### src/rtl/cec_rx_pkg.sv
package cec_rx_pkg;
    typedef enum logic [2:0] {
        S_IDLE,
        S_START_LO,
        S_START_HI,
        S_BIT_LO,
        S_BIT_HI,
        S_HOLD
    } rx_state_e;
endpackage

### src/rtl/cec_line_filter.sv
module cec_line_filter #(
    parameter int GLITCH = 3
) (
    input  logic clk,
    input  logic rst_n,
    input  logic line_i,
    output logic lvl_o,
    output logic fall_o,
    output logic rise_o
);
    localparam int GW = $clog2(GLITCH + 1);

    logic    s1_q, s2_q, lvl_q, lvl_d_q;
    logic [GW-1:0] cnt_q;

    always_ff @(posedge clk or negedge rst_n) begin
        if (!rst_n) begin
            s1_q    <= 1'b1;
            s2_q    <= 1'b1;
            lvl_q   <= 1'b1;
            lvl_d_q <= 1'b1;
            cnt_q   <= '0;
        end else begin
            s1_q    <= line_i;
            s2_q    <= s1_q;
            lvl_d_q <= lvl_q;
            if (s2_q == lvl_q) begin
                cnt_q <= '0;
            end else if (cnt_q == GW'(GLITCH - 1)) begin
                lvl_q <= s2_q;
                cnt_q <= '0;
            end else begin
                cnt_q <= cnt_q + 1'b1;
            end
        end
    end

    assign lvl_o  = lvl_q;
    assign fall_o = lvl_d_q & ~lvl_q;
    assign rise_o = ~lvl_d_q & lvl_q;


    filt_follow_chk: assert property (@(posedge clk) disable iff (!rst_n)
        (lvl_q != $past(lvl_q)) |-> ($past(s2_q) == lvl_q));
endmodule

### src/rtl/cec_tick_gen.sv
module cec_tick_gen #(
    parameter int TICK_DIV = 2
) (
    input  logic clk,
    input  logic rst_n,
    output logic tick_o
);
    localparam int DW = (TICK_DIV > 1) ? $clog2(TICK_DIV) : 1;

    logic [DW-1:0] div_q;

    always_ff @(posedge clk or negedge rst_n) begin
        if (!rst_n)                            div_q <= '0;
        else if (div_q == DW'(TICK_DIV - 1))   div_q <= '0;
        else                                   div_q <= div_q + 1'b1;
    end

    assign tick_o = (div_q == DW'(TICK_DIV - 1));
endmodule

### src/rtl/cec_rx_fsm.sv
module cec_rx_fsm
    import cec_rx_pkg::*;
#(
    parameter int DEPTH       = 16,
    parameter int NSLOT       = 6,
    parameter int TW          = 8,
    parameter int ST_LO_MIN   = 70,
    parameter int ST_LO_MAX   = 78,
    parameter int ST_PER_MIN  = 86,
    parameter int ST_PER_MAX  = 94,
    parameter int L0_MIN      = 26,
    parameter int L0_MAX      = 34,
    parameter int L1_MIN      = 8,
    parameter int L1_MAX      = 16,
    parameter int BIT_PER_MIN = 41,
    parameter int BIT_PER_MAX = 55,
    parameter int SAMP_AT     = 21,
    parameter int LINE_MAX    = 57,
    parameter int ACK_LEN     = 30
) (
    input  logic                       clk,
    input  logic                       rst_n,
    input  logic                       tick_i,
    input  logic                       lvl_i,
    input  logic                       fall_i,
    input  logic                       rise_i,
    input  logic [NSLOT*4-1:0]         slot_addr_i,
    input  logic [NSLOT-1:0]           slot_en_i,
    input  logic                       reject_i,
    input  logic                       loopback_i,
    input  logic                       release_i,
    output logic                       pull_o,
    output logic                       done_o,
    output logic                       err_timing_o,
    output logic                       err_line_o,
    output logic [$clog2(DEPTH+1)-1:0] count_o,
    output logic [DEPTH*8-1:0]         bytes_o,
    output logic [DEPTH-1:0]           eom_o
);
    localparam int PW = $clog2(DEPTH + 1);
    localparam int AW = $clog2(DEPTH);
    localparam logic [TW-1:0] K_SLMIN = TW'(ST_LO_MIN);
    localparam logic [TW-1:0] K_SLMAX = TW'(ST_LO_MAX);
    localparam logic [TW-1:0] K_SPMIN = TW'(ST_PER_MIN);
    localparam logic [TW-1:0] K_SPMAX = TW'(ST_PER_MAX);
    localparam logic [TW-1:0] K_L0MIN = TW'(L0_MIN);
    localparam logic [TW-1:0] K_L0MAX = TW'(L0_MAX);
    localparam logic [TW-1:0] K_L1MIN = TW'(L1_MIN);
    localparam logic [TW-1:0] K_L1MAX = TW'(L1_MAX);
    localparam logic [TW-1:0] K_BPMIN = TW'(BIT_PER_MIN);
    localparam logic [TW-1:0] K_BPMAX = TW'(BIT_PER_MAX);
    localparam logic [TW-1:0] K_SAMP  = TW'(SAMP_AT);
    localparam logic [TW-1:0] K_LINE  = TW'(LINE_MAX);
    localparam logic [TW-1:0] K_ACK   = TW'(ACK_LEN - 1);
    localparam logic [PW-1:0] K_LAST  = PW'(DEPTH - 1);

    rx_state_e       state_q, state_n;
    logic [TW-1:0]   tcnt_q, ack_cnt_q;
    logic [3:0]      idx_q;
    logic [7:0]      sh_q;
    logic [PW-1:0]   ptr_q, cnt_q;
    logic            last_q, ack_en_q, pull_q, done_q, errt_q, errl_q;
    logic [7:0]      mem_q [DEPTH];
    logic [DEPTH-1:0] eom_q;

    logic            in_bit, samp_ev, lowok, per_ok, st_lo_ok, st_per_ok;
    logic            match, accept, hdr_ev, drop_ev, fin_ev, t_err, l_err;
    logic [7:0]      cur_byte;
    logic [NSLOT-1:0] slot_hit;

    for (genvar g = 0; g < NSLOT; g++) begin : g_slot
        assign slot_hit[g] = slot_en_i[g] && (slot_addr_i[g*4 +: 4] == cur_byte[3:0]);
    end
    for (genvar g = 0; g < DEPTH; g++) begin : g_out
        assign bytes_o[g*8 +: 8] = mem_q[g];
    end

    assign in_bit    = (state_q == S_BIT_LO) || (state_q == S_BIT_HI);
    assign samp_ev   = in_bit && tick_i && (tcnt_q == K_SAMP);
    assign cur_byte  = {sh_q[6:0], lvl_i};
    assign match     = |slot_hit;
    assign accept    = !reject_i && (loopback_i || match || cur_byte[3:0] == 4'hF);
    assign hdr_ev    = samp_ev && (idx_q == 4'd7) && (ptr_q == '0);
    assign drop_ev   = hdr_ev && !accept;
    assign lowok     = (tcnt_q >= K_L0MIN && tcnt_q <= K_L0MAX) ||
                       (tcnt_q >= K_L1MIN && tcnt_q <= K_L1MAX);
    assign per_ok    = (tcnt_q >= K_BPMIN) && (tcnt_q <= K_BPMAX);
    assign st_lo_ok  = (tcnt_q >= K_SLMIN) && (tcnt_q <= K_SLMAX);
    assign st_per_ok = (tcnt_q >= K_SPMIN) && (tcnt_q <= K_SPMAX);
    assign l_err     = (state_q == S_BIT_LO) && (tcnt_q > K_LINE);
    assign t_err     = ((state_q == S_BIT_LO) && !l_err && rise_i && !lowok) ||
                       ((state_q == S_BIT_HI) && ((fall_i && !per_ok) || tcnt_q > K_BPMAX));
    assign fin_ev    = (state_q == S_BIT_LO) && !l_err && rise_i && lowok &&
                       (idx_q == 4'd9) && last_q;

    always_comb begin
        state_n = state_q;
        unique case (state_q)
            S_IDLE:     if (fall_i) state_n = S_START_LO;
            S_START_LO: if (rise_i) state_n = st_lo_ok ? S_START_HI : S_IDLE;
                        else if (tcnt_q > K_SLMAX) state_n = S_IDLE;
            S_START_HI: if (fall_i) state_n = st_per_ok ? S_BIT_LO : S_IDLE;
                        else if (tcnt_q > K_SPMAX) state_n = S_IDLE;
            S_BIT_LO:   if (l_err || t_err || drop_ev) state_n = S_IDLE;
                        else if (fin_ev) state_n = S_HOLD;
                        else if (rise_i) state_n = S_BIT_HI;
            S_BIT_HI:   if (t_err || drop_ev) state_n = S_IDLE;
                        else if (fall_i) state_n = S_BIT_LO;
            S_HOLD:     if (release_i) state_n = S_IDLE;
            default:    state_n = S_IDLE;
        endcase
    end

    always_ff @(posedge clk or negedge rst_n) begin
        if (!rst_n) state_q <= S_IDLE;
        else        state_q <= state_n;
    end

    always_ff @(posedge clk or negedge rst_n) begin
        if (!rst_n) begin
            tcnt_q <= '0; ack_cnt_q <= '0; idx_q <= '0; sh_q <= '0;
            ptr_q <= '0; cnt_q <= '0; last_q <= 1'b0; ack_en_q <= 1'b0;
            pull_q <= 1'b0; done_q <= 1'b0; errt_q <= 1'b0; errl_q <= 1'b0;
            eom_q <= '0;
            for (int i = 0; i < DEPTH; i++) mem_q[i] <= '0;
        end else begin
            if (fall_i)                            tcnt_q <= '0;
            else if (tick_i && tcnt_q != '1)       tcnt_q <= tcnt_q + 1'b1;

            if (state_q == S_START_HI && state_n == S_BIT_LO) begin
                idx_q <= '0; ptr_q <= '0; last_q <= 1'b0; ack_en_q <= 1'b0;
            end else if (state_q == S_BIT_HI && state_n == S_BIT_LO) begin
                idx_q <= (idx_q == 4'd9) ? 4'd0 : idx_q + 1'b1;
            end

            if (samp_ev && idx_q < 4'd8) sh_q <= cur_byte;
            if (hdr_ev) ack_en_q <= match && (cur_byte[3:0] != 4'hF);

            if (samp_ev && idx_q == 4'd8 && state_n != S_IDLE) begin
                mem_q[ptr_q[AW-1:0]] <= sh_q;
                eom_q[ptr_q[AW-1:0]] <= lvl_i;
                ptr_q  <= ptr_q + 1'b1;
                cnt_q  <= ptr_q + 1'b1;
                last_q <= lvl_i || (ptr_q == K_LAST);
            end

            if (state_n == S_IDLE) begin
                pull_q <= 1'b0;
            end else if (state_q == S_BIT_HI && state_n == S_BIT_LO &&
                         idx_q == 4'd8 && ack_en_q) begin
                pull_q    <= 1'b1;
                ack_cnt_q <= '0;
            end else if (pull_q && tick_i) begin
                if (ack_cnt_q == K_ACK) pull_q <= 1'b0;
                ack_cnt_q <= ack_cnt_q + 1'b1;
            end

            if (state_n == S_HOLD && state_q != S_HOLD) done_q <= 1'b1;
            else if (state_q == S_HOLD && release_i)    done_q <= 1'b0;

            if (release_i) begin
                errt_q <= 1'b0;
                errl_q <= 1'b0;
            end
            if (t_err) errt_q <= 1'b1;
            if (l_err) errl_q <= 1'b1;
        end
    end

    assign pull_o       = pull_q;
    assign done_o       = done_q;
    assign err_timing_o = errt_q;
    assign err_line_o   = errl_q;
    assign count_o      = cnt_q;
    assign eom_o        = eom_q;


    hold_no_pull_chk: assert property (@(posedge clk) disable iff (!rst_n)
        (state_q == S_HOLD) |-> !pull_q);

    done_sticky_chk: assert property (@(posedge clk) disable iff (!rst_n)
        (done_q && !release_i) |=> done_q);

    cnt_bound_chk: assert property (@(posedge clk) disable iff (!rst_n)
        cnt_q <= PW'(DEPTH));

    ack_slot_chk: assert property (@(posedge clk) disable iff (!rst_n)
        $rose(pull_q) |-> (state_q == S_BIT_LO && idx_q == 4'd9));

    line_err_src_chk: assert property (@(posedge clk) disable iff (!rst_n)
        $rose(errl_q) |-> ($past(state_q) == S_BIT_LO));
endmodule

### src/rtl/cec_frame_rx.sv
module cec_frame_rx #(
    parameter int TICK_DIV = 2,
    parameter int GLITCH   = 3,
    parameter int DEPTH    = 16,
    parameter int NSLOT    = 6,
    parameter int TW       = 8,
    parameter int ACK_LEN  = 30
) (
    input  logic                       clk,
    input  logic                       rst_n,
    input  logic                       cec_i,
    output logic                       cec_pull_o,
    input  logic [NSLOT*4-1:0]         slot_addr_i,
    input  logic [NSLOT-1:0]           slot_en_i,
    input  logic                       reject_i,
    input  logic                       loopback_i,
    input  logic                       release_i,
    output logic                       frame_done_o,
    output logic                       err_timing_o,
    output logic                       err_line_o,
    output logic [$clog2(DEPTH+1)-1:0] rx_count_o,
    output logic [DEPTH*8-1:0]         rx_bytes_o,
    output logic [DEPTH-1:0]           rx_eom_o
);
    logic tick, lvl, fall, rise;

    cec_line_filter #(.GLITCH(GLITCH)) u_filt (
        .clk(clk), .rst_n(rst_n), .line_i(cec_i),
        .lvl_o(lvl), .fall_o(fall), .rise_o(rise)
    );

    cec_tick_gen #(.TICK_DIV(TICK_DIV)) u_tick (
        .clk(clk), .rst_n(rst_n), .tick_o(tick)
    );

    cec_rx_fsm #(.DEPTH(DEPTH), .NSLOT(NSLOT), .TW(TW), .ACK_LEN(ACK_LEN)) u_fsm (
        .clk(clk), .rst_n(rst_n), .tick_i(tick), .lvl_i(lvl),
        .fall_i(fall), .rise_i(rise),
        .slot_addr_i(slot_addr_i), .slot_en_i(slot_en_i),
        .reject_i(reject_i), .loopback_i(loopback_i), .release_i(release_i),
        .pull_o(cec_pull_o), .done_o(frame_done_o),
        .err_timing_o(err_timing_o), .err_line_o(err_line_o),
        .count_o(rx_count_o), .bytes_o(rx_bytes_o), .eom_o(rx_eom_o)
    );
endmodule

### config.mk
export PLATFORM = sky130hd
export DESIGN_NAME = cec_frame_rx
export DESIGN_NICKNAME = d
export VERILOG_FILES = /design/src/rtl/cec_rx_pkg.sv /design/src/rtl/cec_line_filter.sv /design/src/rtl/cec_tick_gen.sv /design/src/rtl/cec_rx_fsm.sv /design/src/rtl/cec_frame_rx.sv
export SDC_FILE = /design/constraint.sdc
export NUM_CORES = 1
export LEC_CHECK = 0
export ABC_AREA = 1
export BUFFER_PORTS_ARGS = -buffer_cell sky130_fd_sc_hd__buf_2
export CAP_MARGIN = 20
export CORE_ASPECT_RATIO = 1.1
export CORE_UTILIZATION = 55
export DETAILED_ROUTE_END_ITERATION = 8
export GPL_ROUTABILITY_DRIVEN = 1
export PLACE_DENSITY = 0.78
export SLEW_MARGIN = 30
export SYNTH_ARGS = -nofsm -noshare
export SYNTH_HDL_FRONTEND = slang
export SYNTH_SLANG_ARGS = --single-unit
### constraint.sdc
create_clock -name clk -period 5.2 [get_ports clk]
set_clock_uncertainty 0.15 [all_clocks]
set_input_delay 0.78 -clock clk [delete_from_list [all_inputs] [get_ports clk]]
set_output_delay 0.78 -clock clk [all_outputs]
set_load 0.1 [all_outputs]
# Word level (Yosys, flattened, before mapping)
# Index checks and enable logic that the tools add are counted.
# Widths: inputs -> output; s select.
dict set report totals {
  reg_bits 198
  input_bits 36
  word_cells 210
}
dict set report classes {
  addsub 6
  magnitude_cmp 19
  n_eq_ne 25
  mux 44
  bitwise_logic 7
  reduce_logical 73
}
# op count
set op_table {}
lappend op_table {{$bwmux 128} 1}
lappend op_table {{$logic_and 1x1->1} 40}
lappend op_table {{$mux 8} 5}
lappend op_table {{$mux 3} 11}
lappend op_table {{$demux 8 s4} 1}
lappend op_table {{$eq 4x4->1} 6}
lappend op_table {{$pmux 3 s6} 1}
lappend op_table {{$add 8x1->8 const B} 2}
lappend op_table {{$bwmux 16} 1}
lappend op_table {{$eq 8x5->1 const B} 2}
lappend op_table {{$ge 8x7->1 const B} 2}
lappend op_table {{$gt 8x6->1 const B} 2}
lappend op_table {{$gt 8x7->1 const B} 2}
lappend op_table {{$le 8x6->1 const B} 2}
lappend op_table {{$le 8x7->1 const B} 2}
lappend op_table {{$reduce_bool 2->1} 8}
lappend op_table {{$mux 1} 14}
lappend op_table {{$eq 4x4->1 const B} 3}
lappend op_table {{$mux 4} 3}
lappend op_table {{$logic_or 1x1->1} 10}
lappend op_table {{$mux 5} 2}
lappend op_table {{$eq 3x2->1 const B} 3}
lappend op_table {{$eq 3x3->1 const B} 3}
lappend op_table {{$reduce_bool 3->1} 3}
lappend op_table {{31 further kinds} 45}

# Longest topological paths before layout
dict set report logic_depth {
  word_depth 17
  depth_mapped 19
  mapped_depth_nobuf 17
}

# Cells and area by module
# Synthesis repeated with hierarchy kept, for this count alone.
dict set report hier_totals {
  cells_unflattened 1164
  area_unflattened_um2 9803.2
}
# mod instances cells_per_inst area_each_um2 seq_area_each_um2
set by_module_without_submodules {}
lappend by_module_without_submodules {cec_rx_fsm 1 1137 9541.7 4779.6}
lappend by_module_without_submodules {cec_line_filter 1 25 232.7 155.1}
lappend by_module_without_submodules {cec_tick_gen 1 2 28.8 25.0}

# Least setup slack after synthesis
# Ideal clock, no wire load.
dict set report synth_timing {
  kind {input -> register}
  start {in slot_addr_i[7]}
  end {reg u_fsm.mem_q (netlist bit u_fsm.bytes_o[7])}
  arrival_time_ns 2.157
  path_slack_ns 2.771
  stages 17
  n_path_buf 2
  path_cell_list {inv_1 o21ai_0 nor2_1 nand3_1 nand2_1 nor2_1 nand3_1 nand2_1 nand2_2 nand3_2 nand2_2 nor2_4 nand2_8 buf_12 buf_6 nand4_1 nand2_1}
}
dict set report synth_via {
  elab_chain_len 13
  elab_cells_between_ends 15
  cone_classes {1 x eq/ne; 3 x mux; 11 x reduce/logical}
}
# element line
set synth_lines {}
lappend synth_lines {{start, declared} cec_frame_rx.sv:13} ;# input logic [NSLOT*4-1:0] slot_addr_i,
lappend synth_lines {{$eq 4x4->1 *} cec_rx_fsm.sv:72} ;# assign slot_hit[g] = slot_en_i[g] && (slot_addr_i[g*4 +: 4] == cur_byte[3:0]);
lappend synth_lines {{$logic_and 1x1->1 *} cec_rx_fsm.sv:72}
lappend synth_lines {{$reduce_or 6->1 *} cec_rx_fsm.sv:81} ;# assign match = |slot_hit;
lappend synth_lines {{$logic_or 1x1->1 * (2 in a row)} cec_rx_fsm.sv:82} ;# assign accept = !reject_i && (loopback_i || match || cur_byte[3:0] == 4'hF);
lappend synth_lines {{$logic_and 1x1->1 *} cec_rx_fsm.sv:82}
lappend synth_lines {{$logic_not 1->1 *} cec_rx_fsm.sv:84} ;# assign drop_ev = hdr_ev && !accept;
lappend synth_lines {{$logic_and 1x1->1 *} cec_rx_fsm.sv:84}
lappend synth_lines {{$logic_or 1x1->1 (on tied branches)} {cec_rx_fsm.sv:107, cec_rx_fsm.sv:104}}
lappend synth_lines {{$mux 3 (on tied branches)} {cec_rx_fsm.sv:107, cec_rx_fsm.sv:104}}
lappend synth_lines {{$pmux 3 s6 *} cec_rx_fsm.sv:98} ;# unique case (state_q)
lappend synth_lines {{named net u_fsm.state_n[1]} cec_rx_fsm.sv:57} ;# rx_state_e state_q, state_n;
lappend synth_lines {{$reduce_bool 3->1 *} cec_rx_fsm.sv:139} ;# if (samp_ev && idx_q == 4'd8 && state_n != S_IDLE) begin
lappend synth_lines {{$logic_and 1x1->1 *} cec_rx_fsm.sv:139}
lappend synth_lines {{end signal, assigned by index} cec_rx_fsm.sv:140} ;# mem_q[ptr_q[AW-1:0]] <= sh_q;
lappend synth_lines {{end, declared} cec_rx_fsm.sv:63} ;# logic [7:0] mem_q [DEPTH];
# The timed path passes the listed nets; every way through them passes the cells marked *.
# A chain may end at the register's enable or synchronous reset.

# Final worst setup path
dict set report layout_timing {
  start {reg u_fsm.ptr_q[0]}
  end {reg u_fsm.ptr_q[3]}
}
dict set report layout_via {
  elab_chain_len 9
  elab_cells_between_ends 15
  cone_classes {1 x add/sub; 1 x eq/ne; 4 x mux; 9 x reduce/logical}
}
# element line
set layout_lines {}
lappend layout_lines {{start, declared} cec_rx_fsm.sv:61} ;# logic [PW-1:0] ptr_q, cnt_q;
lappend layout_lines {{start signal, assigned} cec_rx_fsm.sv:142} ;# ptr_q <= ptr_q + 1'b1;
lappend layout_lines {{$logic_not 5->1 *} cec_rx_fsm.sv:83} ;# assign hdr_ev = samp_ev && (idx_q == 4'd7) && (ptr_q == '0);
lappend layout_lines {{$logic_and 1x1->1 *} cec_rx_fsm.sv:83}
lappend layout_lines {{$logic_and 1x1->1 *} cec_rx_fsm.sv:84}
lappend layout_lines {{$logic_or 1x1->1 (on tied branches)} {cec_rx_fsm.sv:107, cec_rx_fsm.sv:104}}
lappend layout_lines {{$mux 3 (on tied branches)} {cec_rx_fsm.sv:107, cec_rx_fsm.sv:104}}
lappend layout_lines {{$pmux 3 s6 *} cec_rx_fsm.sv:98}
lappend layout_lines {{named net u_fsm.state_n[1]} cec_rx_fsm.sv:57}
lappend layout_lines {{$eq 3x2->1 / $reduce_bool 3->1 (equally long branches)} {cec_rx_fsm.sv:130, cec_rx_fsm.sv:139}}
lappend layout_lines {{$logic_and 1x1->1 (on tied branches)} {cec_rx_fsm.sv:130, cec_rx_fsm.sv:139}}
lappend layout_lines {{$reduce_bool 2->1 (no line) / $mux 5 (equally long branches)} -}
# Marked as above.

==> key figures <==
Status
  • Status: finished, final reports clean

Worst hold path
  • Hold Path Class: flop to flop

Clocking
  • Num CTS Buffers: 17
  • CTS root buffer: clkbuf_16
  • Clk slew on worst S/H paths: about 0.070 ns
  • Hold_buf cts: 0
  • Post_cts resized: 0
  • CTS tree: done
  • Worst-Skew Late Latency: 0.43 ns
  • Sink Count: 198
  • Post-CTS Repair Setup Buffers: 0
  • Maximum root-to-sink buffer count: 2
  • CTS H-Tree Depth: 4

Critical path
  • CP startpoint kind: flop
  • Crit path required time: 5.42 ns
  • CP dominant cell by count: nand2_1
  • Crit path DAT: 4.03 ns
  • Worst path cell trace: inv_1, ha_1, inv_1, nor2_1, nand2_1, nor3_2, nand2_2, nand3_2, nand2_2, nor2_4, nand2_8, nand2_1, nand3_1, nand2_1
  • CP bufs+invs: 2
  • CP max FO: 109
  • Top delay family on crit path: simple AND/OR/NAND/NOR gates
  • Max stage delay on crit path: roughly 0.63 ns
  • Crit path capture type: flop
  • Slowest library cell on the worst path: nor2_1
  • Critical path class: flop to flop

Global route
  • Vias in the first global route: approximately 8000
  • Largest net degree at the start of global routing: 110
  • Total global-route track usage: 29.4%
  • GRT overflow: 0
  • First-pass GRT wire length: 41.5 mm
  • Initial antenna violation count: 0

Yosys
  • Async SR Flop Fraction: 100%
  • Synth Register Bits: 198
  • Top post-synthesis cells by area: dfrtp_1, nand2_1, nand4_1, nand3_4, inv_1
  • Ys Warns: 0
  • Number of synthesized flops with an enable pin: 0
  • Mapped Area: 9740 um^2
  • Post-synth cell types: 41
  • Sequential area share after synthesis: 50.9%
  • Synth area leader: dfrtp_1
  • Mapped Cells: roughly 1100
  • Post-Syn Nets: roughly 1200
  • Mapped Avg Cell Area: 8.52 um^2
  • Leading cell type by number of instances after synthesis: nand2_1
  • Share of the synthesized area in the top cell type: 49.8%
  • Commonest cells in the netlist: nand2_1, dfrtp_1, nand4_1
  • Top FF cell, synth: dfrtp_1

Job
  • Max_cap viols: 0

Route
  • First DRT Iteration DRCs: 886
  • DRT Pass-1 Iters: 6
  • Final antenna-violating net count: 0
  • Final WL: 25.7 mm
  • Remaining DRCs: 0
  • Vias: 8765
  • Detailed-route vias per instance: 5.67
  • WL/cell: roughly 17 um

Floorplan
  • Num rows: 50
  • Die width: 129 um
  • Full die area: 18300 um^2
  • Initial Util: 56.6%
  • Die H: 142 um
  • Top-level I/O count: 189
  • Core area: around 17000 um^2

STA
  • Worst Max-Slew Pin Slew: ~1 ns
  • RSZ-0062 raised after global routing: false
  • Slew Viols, Final: 0
  • # setup viols final: 0
  • Max Fclk: around 260 MHz
  • Hold Slack: 0.212 ns
  • Setup slack after layout: 1.39 ns
  • Slew headroom: 32.4%
  • Crit path time final: about 3.8 ns
  • Setup TNS: 0 ns
  • Fin crit share: 73.2%
  • Final hold vios: 0

Place
  • Dpl hpwl: 16.6 mm
  • Dpl ws: 1.50 ns
  • I/O Buffers: roughly 190
  • GPL Wtd Cong: 0.903

Power
  • Leak: 6.43 nW
  • Overall power: 3.91 mW
  • VDD IR max: 362 uV
  • PD cells: 346 nW/um^2

Finish
  • NumNets Final: 1345
  • ANT cells: 0
  • Layout area overhead: 16.1%
  • Share of cells above drive strength 1: 21.7%
per-stage QoR:
step | cell area (um^2) | instances | utilization (%)
after floorplan | 9740 | 1144 | -
after global placement | 10700 | 1513 | 62.1
after detailed placement | 10700 | 1513 | 62.1
after CTS | 11300 | 1545 | 65.7
after global routing | 11300 | 1545 | 65.7
final | 11300 | 1545 | 65.7
kinds of logic after synthesis:
family | after synthesis | synth area share, %
compound gates | 58 | 3.38
xor+xnor | 14 | 1.26
fa+ha+maj | 11 | 1.41
buf+inv | 139 | 7.20
flops | 198 | 50.9
simple gates | 724 | 35.8
area by class of cell:
type	count	area [um^2]
multi-input cells	807	4100
flip-flops and latches	198	4960
clock inverters	14	184
fillers	1430	5890
clock buffers	18	439
well taps	234	293
repair buffers	198	1050
inverters	76	288
placed cells by master, fill, tap and decap left out, drive strengths merged:
master and n:
buf 197, o211a 1, inv 83, nand2 425, bufinv 2, nand3 55
ha 11, o21ai 34, nor4 4, o311ai 1, dfrtp 194, nor2 62
xor2 6, or2 1, clkinv 4, o31ai 3, clkbuf 19, dfstp 4
nand3b 2, nand4 162, a21oi 14, o2111ai 1, a21boi 1, xnor2 8
nor3 13, clkinvlp 1, o211ai 2, a22o 1
final timing paths:
kind / start / endpoint / slack, ns / cells after the start
worst max-delay path: u_fsm.ptr_q[0] / u_fsm.ptr_q[3] / 1.39 / 14
worst min-delay path: u_filt.s1_q / u_filt.s2_q / 0.21 / 0
worst max register to register: u_fsm.ptr_q[0] / u_fsm.ptr_q[3] / 1.39 / 14
worst min register to register: u_filt.s1_q / u_filt.s2_q / 0.21 / 0
max in group asynchronous: rst_n / u_fsm.eom_o[1] / 3.64 / 2
min in group asynchronous: rst_n / u_fsm.bytes_o[114] / 0.25 / 1
where the power goes:
part / switching [mW] / leakage (nW) / internal (mW)
Sequential: 0.0934 / 2.73 / 1.60
Clock: 0.636 / 0.304 / 0.748
Combinational: 0.638 / 3.40 / 0.202
Total: 1.37 / 6.43 / 2.55
registers in the layout, indices dropped and copies added, names as in the netlist:
signal,flops
u_fsm.bytes_o,128
u_fsm.eom_o,16
u_fsm.ack_cnt_q,8
u_fsm.sh_q,8
u_fsm.tcnt_q,8
u_fsm.count_o,5
u_fsm.ptr_q,5
u_fsm.idx_q,4
u_fsm.state_q,3
u_filt.cnt_q,2
u_filt.lvl_d_q,1
u_filt.lvl_o,1
u_filt.s1_q,1
u_filt.s2_q,1
u_fsm.ack_en_q,1
u_fsm.done_o,1
u_fsm.err_line_o,1
u_fsm.err_timing_o,1
u_fsm.last_q,1
u_fsm.pull_o,1
u_tick.tick_o,1
metal layers:
layer / up-vias / track usage (%) / share of wire (%)
met2: 341 / 46.3 / 48
li1: 4147 / - / -
met4: 0 / 9.78 / 2.0
met1: 4240 / 42.2 / 44
met3: 37 / 3.70 / 6.5
met5: - / 0 / 0
worst reg2reg max path, cell delays in order, from the launching register on:
cell	delay, ns
dfrtp_1	0.44
inv_1	0.12
ha_1	0.15
inv_1	0.09
nor2_1	0.63
nand2_1	0.21
nor3_2	0.30
nand2_2	0.12
nand3_2	0.07
nand2_2	0.08
nor2_4	0.16
nand2_8	0.38
nand2_1	0.62
nand3_1	0.13
nand2_1	0.09
No activity file was read; power rests on OpenSTA's default activity.
